**config.mk**
```make
export PLATFORM = sky130hd
export DESIGN_NAME = dwdiv
export DESIGN_NICKNAME = d
export VERILOG_FILES = /design/src/rtl/dwdiv_pkg.sv /design/src/rtl/dwdiv_prep.sv /design/src/rtl/dwdiv_step.sv /design/src/rtl/dwdiv.sv
export SDC_FILE = /design/constraint.sdc
export NUM_CORES = 1
export LEC_CHECK = 0
export ABC_AREA = 1
export CAP_MARGIN = 10
export CELL_PAD_IN_SITES_DETAIL_PLACEMENT = 0
export CELL_PAD_IN_SITES_GLOBAL_PLACEMENT = 2
export CORE_MARGIN = 4
export CORE_UTILIZATION = 35
export CTS_CLUSTER_DIAMETER = 80
export CTS_CLUSTER_SIZE = 8
export DETAILED_ROUTE_END_ITERATION = 8
export GPL_ROUTABILITY_DRIVEN = 0
export PLACE_DENSITY = 0.95
export RECOVER_POWER = 50
export SYNTH_ARGS = -nofsm -noshare
export SYNTH_HDL_FRONTEND = slang
export SYNTH_SLANG_ARGS = --single-unit
```
**constraint.sdc**
```tcl
create_clock -name clk -period 24.4 [get_ports clk]
set_input_delay 6.1 -clock clk [delete_from_list [all_inputs] [get_ports clk]]
set_output_delay 6.1 -clock clk [all_outputs]
set_load 0.01 [all_outputs]
```
**src/rtl/dwdiv_pkg.sv**
```systemverilog
package dwdiv_pkg;
  localparam int unsigned XLEN  = 64;
  localparam int unsigned CNT_W = $clog2(XLEN + 1);
  localparam int unsigned FLG_W = 6;

  typedef enum logic [1:0] {
    SZ8  = 2'b00,
    SZ16 = 2'b01,
    SZ32 = 2'b10,
    SZ64 = 2'b11
  } size_e;

  typedef enum logic [1:0] {
    ST_IDLE  = 2'b00,
    ST_SETUP = 2'b01,
    ST_RUN   = 2'b10
  } state_e;
endpackage

```
**src/rtl/dwdiv_prep.sv**
```systemverilog
module dwdiv_prep
  import dwdiv_pkg::*;
(
  input  size_e                  sz,
  input  logic                   lm,
  input  logic [XLEN-1:0]        hi,
  input  logic [XLEN-1:0]        lo,
  input  logic [XLEN-1:0]        dv,
  output logic [XLEN-1:0]        hh,
  output logic [XLEN-1:0]        ll_al,
  output logic [XLEN-1:0]        dd,
  output logic [CNT_W-1:0]       nbits,
  output logic                   err
);
  logic illegal;

  always_comb begin
    illegal = 1'b0;
    case (sz)
      SZ8: begin
        hh    = {{(XLEN-8){1'b0}}, lo[15:8]};
        ll_al = {lo[7:0], {(XLEN-8){1'b0}}};
        dd    = {{(XLEN-8){1'b0}}, dv[7:0]};
        nbits = CNT_W'(8);
      end
      SZ16: begin
        hh    = {{(XLEN-16){1'b0}}, hi[15:0]};
        ll_al = {lo[15:0], {(XLEN-16){1'b0}}};
        dd    = {{(XLEN-16){1'b0}}, dv[15:0]};
        nbits = CNT_W'(16);
      end
      SZ32: begin
        hh    = {{(XLEN-32){1'b0}}, hi[31:0]};
        ll_al = {lo[31:0], {(XLEN-32){1'b0}}};
        dd    = {{(XLEN-32){1'b0}}, dv[31:0]};
        nbits = CNT_W'(32);
      end
      default: begin
        hh      = hi;
        ll_al   = lo;
        dd      = dv;
        nbits   = CNT_W'(XLEN);
        illegal = !lm;
      end
    endcase
    // high half not below the divisor means the quotient cannot fit;
    // a zero divisor always falls into this case
    err = illegal || (hh >= dd);
  end
endmodule

```
**src/rtl/dwdiv_step.sv**
```systemverilog
module dwdiv_step
  import dwdiv_pkg::*;
(
  input  logic [XLEN-1:0] rem_in,
  input  logic            bit_in,
  input  logic [XLEN-1:0] dd,
  output logic [XLEN-1:0] rem_out,
  output logic            qbit
);
  logic [XLEN:0]   trial;
  logic [XLEN-1:0] diff;

  always_comb begin
    trial   = {rem_in, bit_in};
    diff    = trial[XLEN-1:0] - dd;
    qbit    = (trial >= {1'b0, dd});
    rem_out = qbit ? diff : trial[XLEN-1:0];
  end

  // a partial remainder below the divisor stays below it
  always_comb begin
    if ((dd != '0) && (rem_in < dd)) begin
      p_rem_bound_r1: assert (rem_out < dd);
    end
  end
endmodule

```
**src/rtl/dwdiv.sv**
```systemverilog
module dwdiv
  import dwdiv_pkg::*;
(
  input  logic             clk,
  input  logic             rst_n,
  input  logic             start,
  input  logic [1:0]       size_sel,
  input  logic             long_mode,
  input  logic [XLEN-1:0]  hi_in,
  input  logic [XLEN-1:0]  lo_in,
  input  logic [XLEN-1:0]  dvsr_in,
  output logic             busy,
  output logic             done,
  output logic             div_err,
  output logic [XLEN-1:0]  res_lo,
  output logic [XLEN-1:0]  res_hi,
  output logic [FLG_W-1:0] flags_out
);
  // reset: asserted asynchronously, released on a clock edge
  logic [1:0] rsync_q;
  logic       rst_s_n;

  always_ff @(posedge clk or negedge rst_n) begin
    if (!rst_n) rsync_q <= 2'b00;
    else        rsync_q <= {rsync_q[0], 1'b1};
  end
  assign rst_s_n = rsync_q[1];

  state_e          st_q, st_n;
  size_e           cap_sz;
  logic            cap_lm;
  logic [XLEN-1:0] cap_hi, cap_lo, cap_dv;
  logic            cap_en;
  logic [XLEN-1:0] rem_q, rem_n, qsr_q, qsr_n;
  logic [CNT_W-1:0] cnt_q, cnt_n;
  logic            done_q, done_n, err_q, err_n;
  logic            res_en;
  logic [XLEN-1:0] res_lo_q, res_lo_n, res_hi_q, res_hi_n;

  logic [XLEN-1:0]  pre_hh, pre_ll, pre_dd;
  logic [CNT_W-1:0] pre_n;
  logic             pre_err;
  logic [XLEN-1:0]  stp_rem;
  logic             stp_bit;

  dwdiv_prep u_prep (
    .sz    (cap_sz),
    .lm    (cap_lm),
    .hi    (cap_hi),
    .lo    (cap_lo),
    .dv    (cap_dv),
    .hh    (pre_hh),
    .ll_al (pre_ll),
    .dd    (pre_dd),
    .nbits (pre_n),
    .err   (pre_err)
  );

  dwdiv_step u_step (
    .rem_in  (rem_q),
    .bit_in  (qsr_q[XLEN-1]),
    .dd      (pre_dd),
    .rem_out (stp_rem),
    .qbit    (stp_bit)
  );

  // next-state logic
  always_comb begin
    st_n     = st_q;
    cap_en   = 1'b0;
    rem_n    = rem_q;
    qsr_n    = qsr_q;
    cnt_n    = cnt_q;
    done_n   = 1'b0;
    err_n    = 1'b0;
    res_en   = 1'b0;
    res_lo_n = res_lo_q;
    res_hi_n = res_hi_q;
    case (st_q)
      ST_IDLE: begin
        if (start) begin
          cap_en = 1'b1;
          st_n   = ST_SETUP;
        end
      end
      ST_SETUP: begin
        if (pre_err) begin
          done_n = 1'b1;
          err_n  = 1'b1;
          st_n   = ST_IDLE;
        end else begin
          rem_n = pre_hh;
          qsr_n = pre_ll;
          cnt_n = pre_n;
          st_n  = ST_RUN;
        end
      end
      ST_RUN: begin
        rem_n = stp_rem;
        qsr_n = {qsr_q[XLEN-2:0], stp_bit};
        cnt_n = CNT_W'(cnt_q - 1'b1);
        if (cnt_q == CNT_W'(1)) begin
          st_n   = ST_IDLE;
          done_n = 1'b1;
          res_en = 1'b1;
          if (cap_sz == SZ8) begin
            res_lo_n = {res_lo_q[XLEN-1:16], stp_rem[7:0], qsr_n[7:0]};
          end else begin
            res_lo_n = qsr_n;
            res_hi_n = stp_rem;
          end
        end
      end
      default: st_n = ST_IDLE;
    endcase
  end

  // registers
  always_ff @(posedge clk or negedge rst_s_n) begin
    if (!rst_s_n) begin
      st_q     <= ST_IDLE;
      cap_sz   <= SZ8;
      cap_lm   <= 1'b0;
      cap_hi   <= '0;
      cap_lo   <= '0;
      cap_dv   <= '0;
      rem_q    <= '0;
      qsr_q    <= '0;
      cnt_q    <= '0;
      done_q   <= 1'b0;
      err_q    <= 1'b0;
      res_lo_q <= '0;
      res_hi_q <= '0;
    end else begin
      st_q   <= st_n;
      done_q <= done_n;
      err_q  <= err_n;
      rem_q  <= rem_n;
      qsr_q  <= qsr_n;
      cnt_q  <= cnt_n;
      if (cap_en) begin
        cap_sz <= size_e'(size_sel);
        cap_lm <= long_mode;
        cap_hi <= hi_in;
        cap_lo <= lo_in;
        cap_dv <= dvsr_in;
      end
      if (res_en) begin
        res_lo_q <= res_lo_n;
        res_hi_q <= res_hi_n;
      end
    end
  end

  assign busy      = (st_q != ST_IDLE);
  assign done      = done_q;
  assign div_err   = err_q;
  assign res_lo    = res_lo_q;
  assign res_hi    = res_hi_q;
  assign flags_out = '0;

  // completion is a single-cycle pulse
  p_done_pulse_r6: assert property (@(posedge clk) disable iff (!rst_s_n)
    done |=> !done);
  // error only reported together with completion, and never while busy
  p_err_with_done_r6: assert property (@(posedge clk) disable iff (!rst_s_n)
    div_err |-> (done && !busy));
  // zero divisor ends the setup cycle with an error
  p_zero_div_r4: assert property (@(posedge clk) disable iff (!rst_s_n)
    (st_q == ST_SETUP && pre_dd == '0) |=> (done && div_err));
  // 64-bit code outside long mode is rejected
  p_illegal_size_r5: assert property (@(posedge clk) disable iff (!rst_s_n)
    (st_q == ST_SETUP && cap_sz == SZ64 && !cap_lm) |=> (done && div_err));
  // an error leaves the result registers untouched
  p_no_overflow_r3: assert property (@(posedge clk) disable iff (!rst_s_n)
    (done && div_err) |-> ($stable(res_lo) && $stable(res_hi)));
  // remainder below divisor on success
  p_rem_lt_div_r1: assert property (@(posedge clk) disable iff (!rst_s_n)
    (done && !div_err && cap_sz != SZ8) |-> (res_hi < pre_dd));
  // byte mode keeps the bits it does not own
  p_byte_keep_r2: assert property (@(posedge clk) disable iff (!rst_s_n)
    (done && !div_err && cap_sz == SZ8) |->
      ($stable(res_hi) && $stable(res_lo[XLEN-1:16]) &&
       ({56'b0, res_lo[15:8]} < pre_dd)));
  // captured operands cannot change while busy
  p_busy_ignore_r7: assert property (@(posedge clk) disable iff (!rst_s_n)
    (busy && start) |=> ($stable(cap_sz) && $stable(cap_dv) &&
                         $stable(cap_hi) && $stable(cap_lo)));
endmodule

```
==> results_dict.tcl, run 1 <==
set metrics [dict create \
    hold_path.class "register to register" \
    finalSetupTns_ns 0 \
    h-tree-depth 3 \
    vias 25800 \
    end_kind "asynchronous set/reset pin" \
    period_minus_slack_ns 11.28 \
    synth-seq-cells 464 \
    nets 4457 \
    dp_hpwl_mm 74.8 \
    clock_skew_ns 0.0369 \
    p_switching_mw 3.09 \
    clock_sinks 464 \
    seq_area_frac_synth_pct 41.1 \
    power_frac_comb_pct 63.0 \
    drive_gt1_share_pct 6.62 \
    path_clk_slew_ns 0.05 \
    seq_power_share_pct 21.8 \
    ys_warn_count 0 \
    grt_max_degree 165 \
    grt_pass1_wl_mm 153 \
    routed_wl_mm 99.6 \
    timing.critical_path.arrival_ns 9.69 \
    path_class "register to asynchronous set/reset pin" \
    critical_path_peak_fanout 164 \
    synth_ff_type "dfrtp_1" \
    outcome "finished, violations left" \
    cp_num_buf_inv 1 \
    gr-usage-all-layers_pct 22.9 \
    drc 0 \
    violations "max-capacitance violations, max-slew violations" \
    required_ns 22.81 \
    io_pins 335 \
    rows 103 \
    insertion_delay_ns 0.62 \
    fp.dieW_um 292 \
    cp_cell_sequence "clkbuf_1" \
    ir_worst_vdd_uv 148 \
    placed_area_um2 32300 \
    die-height_um 292 \
    switching_share_pct 51.8 \
    ctsLongestPathBuffers 3 \
    fp.dieArea_um2 85400 \
    whs_ns 0.351 \
    hold_violations 0 \
    start_util_pct 35.6 \
    first_global_vias 26100 \
    final.period_utilization_pct 46.2 \
    fillers 8200 \
    p_leak_nw 17.5 \
    critPathSlowestCell "clkbuf_1" \
    setup_viol 0 \
    syn-mean-instance-area_um2 7.32 \
    crit_family "buffers and inverters" \
    grt.overflow.total 0 \
    synth-async-reset-ratio_pct 100 \
    antenna_found_initial 11 \
    synth_area_um2 28300 \
    synth_cells 3865 \
    p_int_mw 2.88 \
    slew_headroom_pct -505 \
    tightestPinTransition_ns 9.07 \
    antenna_left 0 \
    first_pass_iters 6 \
    cts_made_buffers 70 \
    start_kind "register" \
    slowest_delay_ns 6.39 \
    fmax_mhz 88.7 \
    cap_violations 9 \
    route.detailed.wl_per_inst_um 19.2 \
    fin_area_um2 34300 \
    first_iter_violations 1746 \
    cts_tree "yes" \
    rsz0062_at_grt "no" \
    post_cts_buffers 0 \
    yosys.cell_types.count 45 \
    port_buffers 328 \
    clock-root-buffer "clkbuf_16" \
    viasPerCell 4.96 \
    p_per_area_nw_per_um2 174 \
    cts-resized-gates 0 \
    fp.coreArea_um2 79500 \
    hold_buffers 0 \
    synth_edf_count 0 \
    slew_viol_final 754 \
    clockPowerShare_pct 15.2 \
    area_growth_pct 21.2 \
]
-- state kept, by name (all words and copies together), names as in the netlist --
name     flops
cap_dv      64
cap_hi      64
cap_lm       1
cap_lo      64
cap_sz       2
cnt_q        7
div_err      1
done         1
qsr_q       64
rem_q       64
res_hi      64
res_lo      64
rsync_q      2
st_q         2
-- layout by cell type, fill, tap and decap left out, types with 3 or more instances in the layout --
| master | instances |
|---|---|
| nand3b_1 | 14 |
| nor2_2 | 11 |
| clkdlybuf4s50_1 | 328 |
| nand2_4 | 3 |
| dfrtp_1 | 464 |
| nand2_1 | 1195 |
| ha_1 | 132 |
| nor2_4 | 3 |
| a211oi_1 | 6 |
| o21bai_1 | 3 |
| nor2_1 | 343 |
| inv_2 | 26 |
| o21ai_1 | 69 |
| clkinv_16 | 3 |
| nand3_1 | 236 |
| o22ai_1 | 46 |
| o221ai_1 | 15 |
| conb_1 | 7 |
| inv_1 | 532 |
| clkbuf_16 | 70 |
| nand3_2 | 10 |
| diode_2 | 8 |
| a21oi_1 | 170 |
| mux2_2 | 107 |
| nor3_1 | 16 |
| nand2_2 | 8 |
| a31oi_1 | 49 |
| nand4_1 | 72 |
| buf_4 | 15 |
| clkinv_1 | 3 |
| xor2_1 | 30 |
| clkbuf_1 | 9 |
| a221oi_1 | 4 |
| o21ai_0 | 105 |
| o21a_1 | 6 |
-- final timing paths --
kind	cells past startpoint	slack, ns	endpoint	from
min reg2reg	0	0.35	rsync_q[1]$_DFF_PN0_	rsync_q[0]$_DFF_PN0_
max	1	13.12	cap_hi[59]$_DFFE_PN0P_	rsync_q[1]$_DFF_PN0_
min	0	0.35	rsync_q[1]$_DFF_PN0_	rsync_q[0]$_DFF_PN0_
max in group clk	19	13.67	cnt_q[2]$_DFFE_PN0P_	cap_sz[1]$_DFFE_PN0P_
min in group asynchronous	0	1.27	cap_hi[6]$_DFFE_PN0P_	rsync_q[1]$_DFF_PN0_
max reg2reg	1	13.12	cap_hi[59]$_DFFE_PN0P_	rsync_q[1]$_DFF_PN0_
-- layer usage --
layer	GRT usage (%)	share of wire [%]
met1	28.9	42
met2	38.0	47
met3	5.65	7.0
met4	8.74	4.0
met5	0	0.029
-- kinds of logic after synthesis --
family                     count (synthesis)  share of synthesized area (%)
buffers and inverters                    730                           10.4
muxes                                    107                           4.26
adders and majority gates                134                           5.96
other                                      2                         0.0266
and+or+nand+nor                         1916                           28.0
DFF                                      464                           41.1
xor gates and xnor gates                  32                          0.991
AOI/OAI and AO/OA                        480                           9.37
-- cell type report --
class,count,area [µm²],share of cell area [%]
tap,1050,1310,3.84
multi-input combinational,2676,13800,40.2
timing repair buffer,350,3420,9.99
inverter,563,2120,6.18
antenna,8,20.0,0.0584
sequential,464,11600,33.9
clock buffer,73,1770,5.18
clock inverter,12,224,0.654
-- stage by stage --
step                      cells  util (%)  worst slack [ns]  power [mW]
after global placement     5103      40.6             15.29        5.04
after CTS                  5188      43.1             15.88        6.01
after detailed placement   5103      40.6             15.24        5.07
after global routing       5188      43.1             10.54        6.53
after floorplan            3870         -             10.51        3.86
final                      5196      43.1             13.12        5.97
-- power by group through the flow --
stage	combinational (mW)	sequential (mW)	clock [mW]
after global placement	3.73	1.31	0
after global routing	4.22	1.34	0.964
after floorplan	2.56	1.30	0
final	3.76	1.30	0.909
after detailed placement	3.75	1.31	0
after CTS	3.77	1.30	0.933
-- Yosys cell counts, types with 49 or more instances --
master       n  area share (%)
nand2_1   1195              16
clkbuf_1    96             1.3
o21ai_1     90             1.6
mux2_2     107             4.3
ha_1       133             5.9
nor2_1     342             4.5
nand3_1    236             4.2
a31oi_1     49             1.1
a21oi_1    171             3.0
inv_1      532             7.1
o21ai_0     84             1.5
dfrtp_1    464              41
nand4_1     72             1.6
Note: power is estimated with default switching activity, not from simulation.
==> run 2: changes to the inputs <==
--- a/config.mk
+++ b/config.mk
@@ -10,12 +10,12 @@
 export CELL_PAD_IN_SITES_DETAIL_PLACEMENT = 0
 export CELL_PAD_IN_SITES_GLOBAL_PLACEMENT = 2
 export CORE_MARGIN = 4
-export CORE_UTILIZATION = 35
+export CORE_UTILIZATION = 29
 export CTS_CLUSTER_DIAMETER = 80
 export CTS_CLUSTER_SIZE = 8
 export DETAILED_ROUTE_END_ITERATION = 8
 export GPL_ROUTABILITY_DRIVEN = 0
-export PLACE_DENSITY = 0.95
+export PLACE_DENSITY = 0.85
 export RECOVER_POWER = 50
 export SYNTH_ARGS = -nofsm -noshare
 export SYNTH_HDL_FRONTEND = slang
==> constraint.sdc (replaced) <==
create_clock -name clk -period 10.2 [get_ports clk]
set_input_delay 2.55 -clock clk [delete_from_list [all_inputs] [get_ports clk]]
set_output_delay 2.55 -clock clk [all_outputs]
set_load 0.01 [all_outputs]
==> run 2 against run 1 <==
- the run still ends with max-capacitance violations, max-slew violations left
- design area rose by 1.1%
- sequential cell count did not move
- clock-buffer cell count up 4
- worst hold slack lost 0.0014 ns
- first-iteration DRC count is 4.6% higher
- final cell count rose by 4.4%
- die area increased by 20%
- largest cell class unchanged
- global-route usage decreased by 2.1 points
- register-to-register slack worse by 9.7 ns
- highest routed layer unchanged
- non-clock buffer count up 3
- combinational power increased by 140%
- critical endpoint is now cap_dv[1]$_DFFE_PN0P_
- core utilization fell by 7.3 points
==> results_dict.tcl, run 2 (synthesis gave the netlist of run 1 again) <==
set metrics [dict create \
    hold_path.class "register to register" \
    cap_violations 8 \
    ir_worst_vdd_uv 247 \
    first_global_vias 26300 \
    start_kind "primary input" \
    rsz0062_at_grt "no" \
    viasPerCell 4.78 \
    p_leak_nw 17.6 \
    power_frac_comb_pct 62.8 \
    cts_tree "yes" \
    final_common_cell "nand2_1" \
    violations "max-capacitance violations, max-slew violations" \
    seq_power_share_pct 21.9 \
    area_growth_pct 22.5 \
    path_class "primary input to register" \
    p_int_mw 6.98 \
    dp_hpwl_mm 81.8 \
    r2r-start "rsync_q[1]$_DFF_PN0_" \
    slew_headroom_pct -182 \
    h-tree-depth 3 \
    total_power_mw 14.5 \
    io_pins 335 \
    fmax_mhz 136 \
    final.period_utilization_pct 72.0 \
    period_minus_slack_ns 7.34 \
    post_cts_buffers 0 \
    hold_violations 0 \
    route.detailed.wl_per_inst_um 20.0 \
    finalSetupTns_ns 0 \
    slowest_delay_ns 2.96 \
    p_switching_mw 7.55 \
    fp.dieArea_um2 103000 \
    cts-resized-gates 0 \
    first_pass_iters 5 \
    cp_cell_sequence "dlygate4sd3_1 -> nand2_1 -> clkbuf_2 -> nor2_1 -> a21oi_1" \
    timing.critical_path.arrival_ns 7.83 \
    end_kind "register" \
    cts_made_buffers 71 \
    nets 4461 \
    p_per_area_nw_per_um2 420 \
    switching_share_pct 52.0 \
    setup_viol 0 \
    die-height_um 320 \
    drive_gt1_share_pct 6.87 \
    first_iter_violations 1827 \
    port_buffers 328 \
    routed_wl_mm 108 \
    drc 0 \
    grt_max_degree 176 \
    startpoint "start" \
    slew_viol_final 646 \
    critPathSlowestCell "clkbuf_2" \
    layout_common_cells "1194 x nand2_1, 532 x inv_1, 464 x dfrtp_1" \
    path_clk_slew_ns 0.05 \
    clock_skew_ns 0.0409 \
    fillers 10300 \
    cp_num_buf_inv 2 \
    tightestPinTransition_ns 4.23 \
    critical_path_peak_fanout 175 \
    insertion_delay_ns 0.64 \
    crit_family "buffers and inverters" \
    hold_path.startpoint "rsync_q[0]$_DFF_PN0_" \
    antenna_found_initial 13 \
    gr-usage-all-layers_pct 20.9 \
    clock-root-buffer "clkbuf_16" \
    antenna_left 0 \
    outcome "finished, violations left" \
    vias 25900 \
    hold_buffers 0 \
    clock_sinks 464 \
    grt.overflow.total 0 \
    start_util_pct 29.2 \
    required_ns 10.69 \
    rows 114 \
    ctsLongestPathBuffers 3 \
    fp.coreArea_um2 96700 \
    grt_pass1_wl_mm 164 \
    fp.dieW_um 320 \
    clockPowerShare_pct 15.4 \
]
run 2: cell count changes in the layout (fill, tap and decap cells not counted), moves of 2 or more:
cell	before	now
buf_4	15	19
clkbuf_2	0	2
clkdlybuf4s50_1	328	326
diode_2	8	4
dlygate4sd3_1	0	2
o21ai_0	105	84
o21ai_1	69	90
run 2: layer usage:
metal  vias to the layer above  wire length, µm  GRT usage [%]
met5                         -               92              0
met4                        16             3070           5.86
met3                       154             6400           4.53
met2                       668            51100           35.1
met1                     12300            47800           27.1
li1                      12800                -              -
run 2: final timing paths:
check | end | cells past startpoint | slack, ns
worst max register to register | rem_q[38]$_DFFE_PN0P_ | 2 | 3.43
worst min-delay path | rsync_q[1]$_DFF_PN0_ | 0 | 0.35
worst min register to register | rsync_q[1]$_DFF_PN0_ | 0 | 0.35
max in group asynchronous | rem_q[38]$_DFFE_PN0P_ | 2 | 3.43
min in group asynchronous | rem_q[5]$_DFFE_PN0P_ | 0 | 1.14
worst max-delay path | cap_dv[1]$_DFFE_PN0P_ | 5 | 2.86
run 2: per-stage QoR:
stage,std cells,util (%),hold slack [ns],cell area (µm²),worst slack [ns]
after floorplan,3870,-,0.331,28300,2.64
after global placement,5332,33.7,0.338,32600,4.41
after detailed placement,5332,33.7,0.336,32600,4.41
after CTS,5422,35.8,0.351,34700,4.40
after global routing,5423,35.8,0.355,34600,2.06
final,5426,35.8,0.349,34600,2.86
run 2: final cells by class:
type / instances / area, µm² / area share (%)
inverters: 563 / 2120 / 6.11
diodes: 4 / 10.0 / 0.0289
clock buffers: 77 / 1810 / 5.23
well taps: 1276 / 1600 / 4.61
flip-flops and latches: 464 / 11600 / 33.5
repair buffers: 353 / 3450 / 9.97
multi-input cells: 2676 / 13800 / 39.8
clock inverters: 13 / 245 / 0.708
run 2: power by group through the flow:
stage	Sequential [mW]	Combinational (mW)	Clock, mW
2_1_floorplan	3.10	6.13	0
3_3_place_gp	3.20	9.05	0
3_5_place_dp	3.20	9.10	0
4_1_cts	3.18	9.14	2.30
5_1_grt	3.27	10.2	2.38
6_report	3.18	9.12	2.24
==> run 3: changes to the inputs <==
==> constraint.sdc (replaced) <==
create_clock -name clk -period 5.9 [get_ports clk]
set_input_delay 1.475 -clock clk [delete_from_list [all_inputs] [get_ports clk]]
set_output_delay 1.475 -clock clk [all_outputs]
set_load 0.01 [all_outputs]
==> run 3 against run 2 <==
- the flow still finishes with violations (max-capacitance violations, max-slew violations)
- wire length is 0.21% lower
- register-to-register slack worse by 2.2 ns
- via count hardly changed
- critical path type is now register to register
- sequential power is 72% higher
- clock power is 66% higher
- first-iteration DRC count is 7.9% lower
- clock skew is 0.0046 ns lower
- critical endpoint is now res_lo[43]$_DFFE_PN0P_
- final cell count is 0.15% higher
- critical path depth is 5 higher
- setup slack worse by 1.6 ns
==> results_dict.tcl, run 3 (synthesis gave the netlist of run 1 again) <==
set metrics [dict create \
    multi_input_area_um2 13800 \
    violations "max-capacitance violations, max-slew violations" \
    fmax_mhz 216 \
    post_cts_buffers 0 \
    whs_ns 0.346 \
    tightestPinTransition_ns 2.68 \
    grt_pass1_wl_mm 164 \
    cts-resized-gates 0 \
    hold_buffers 0 \
    hold_path.startpoint "rsync_q[0]$_DFF_PN0_" \
    r2r-start "st_q[0]$_DFFE_PN0P_" \
    first_pass_iters 5 \
    drc 0 \
    seqCellArea_um2 11600 \
    drive_gt1_share_pct 7.20 \
    ir_worst_vdd_uv 535 \
    start_util_pct 29.2 \
    grt.overflow.total 0 \
    vias 25900 \
    hold_path.class "register to register" \
    end_kind "register" \
    cts_made_buffers 71 \
    placed_area_um2 32800 \
    port_buffers 328 \
    slew_headroom_pct -79.0 \
    fp.coreArea_um2 96700 \
    rsz0062_at_grt "no" \
    hold_end "rsync_q[1]$_DFF_PN0_" \
    route.detailed.wl_per_inst_um 19.9 \
    insertion_delay_ns 0.63 \
    io_pins 335 \
    die-height_um 320 \
    clock-root-buffer "clkbuf_16" \
    outcome "finished, violations left" \
    period_minus_slack_ns 4.64 \
    ctsLongestPathBuffers 3 \
    fp.dieArea_um2 103000 \
    clock_sinks 464 \
    final_common_cell "nand2_1" \
    start_kind "register" \
    hold_depth 0 \
    required_ns 6.39 \
    cts_tree "yes" \
    viasPerCell 4.77 \
    rrSetupSlack_ns 1.26 \
    grt_max_degree 157 \
    path_class "register to register" \
    critical_path_peak_fanout 85 \
    timing.critical_path.arrival_ns 5.13 \
    p_leak_nw 17.6 \
    antenna_left 0 \
    slew_viol_final 406 \
    area_growth_pct 22.7 \
    cap_violations 5 \
    p_per_area_nw_per_um2 725 \
    nets 4472 \
    dp_hpwl_mm 81.9 \
    finalSetupTns_ns 0 \
    antenna_found_initial 10 \
    fp.dieW_um 320 \
    setup_viol 0 \
    first_global_vias 26400 \
    first_iter_violations 1682 \
    fillers 10300 \
    fin_util_pct 35.9 \
    layout_common_cells "1194 x nand2_1, 531 x inv_1, 464 x dfrtp_1" \
    total_power_mw 25.1 \
    h-tree-depth 3 \
    rows 114 \
    final.period_utilization_pct 78.6 \
    fin_area_um2 34700 \
    gr-usage-all-layers_pct 20.8 \
    routed_wl_mm 108 \
    r2r_cells 10 \
    path_clk_slew_ns 0.05 \
    timing.rr.end "res_lo[43]$_DFFE_PN0P_" \
    clock_skew_ns 0.0363 \
    hold_violations 0 \
]
-- run 3: critical path, stage by stage, from the launching register on --
cell	delay, ns
dfrtp_1	0.40
inv_1	0.09
ha_1	0.18
clkinvlp_2	1.06
nor2_1	0.61
inv_2	0.32
nor2_4	0.19
clkinv_2	0.78
buf_4	0.60
nand2_1	0.09
o21ai_0	0.09
-- run 3: layer usage --
metal,GRT usage (%),vias to the layer above,share of wire [%]
met2,34.7,668,47
met3,4.77,146,6.3
li1,-,12800,-
met4,5.69,10,2.7
met5,0,-,0.060
met1,27.0,12300,44
-- run 3: final cells by class --
class	instances	share of cell area (%)
clock buffers	75	5.25
diodes	5	0.0361
well taps	1276	4.60
multi-input cells	2676	39.7
inverters	563	6.10
repair buffers	364	10.5
flip-flops and latches	464	33.5
clock inverters	11	0.375
-- run 3: where the power goes --
part | switching, mW | total, mW | internal, mW
Sequential | 0.879 | 5.48 | 4.60
Clock | 1.53 | 3.72 | 2.19
Combinational | 10.7 | 16.0 | 5.22
Total | 13.1 | 25.1 | 12.0
-- run 3: metrics by stage --
| step | instances | setup WS [ns] |
|---|---|---|
| 2_1_floorplan | 3870 | 1.37 |
| 3_3_place_gp | 5343 | 1.58 |
| 4_1_cts | 5429 | 1.55 |
| 5_1_grt | 5429 | 0.853 |
| 6_report | 5434 | 1.26 |
| 3_5_place_dp | 5343 | 1.56 |
-- run 3: how the worst max path moves through the flow --
stage                     startpoint                      to
3_5_place_dp   cap_sz[0]$_DFFE_PN0P_  res_hi[52]$_DFFE_PN0P_
3_3_place_gp   cap_sz[0]$_DFFE_PN0P_  res_hi[52]$_DFFE_PN0P_
5_1_grt          st_q[0]$_DFFE_PN0P_  res_lo[44]$_DFFE_PN0P_
2_1_floorplan   rsync_q[1]$_DFF_PN0_   cap_dv[0]$_DFFE_PN0P_
4_1_cts        cap_sz[0]$_DFFE_PN0P_  res_hi[52]$_DFFE_PN0P_
6_report         st_q[0]$_DFFE_PN0P_  res_lo[43]$_DFFE_PN0P_
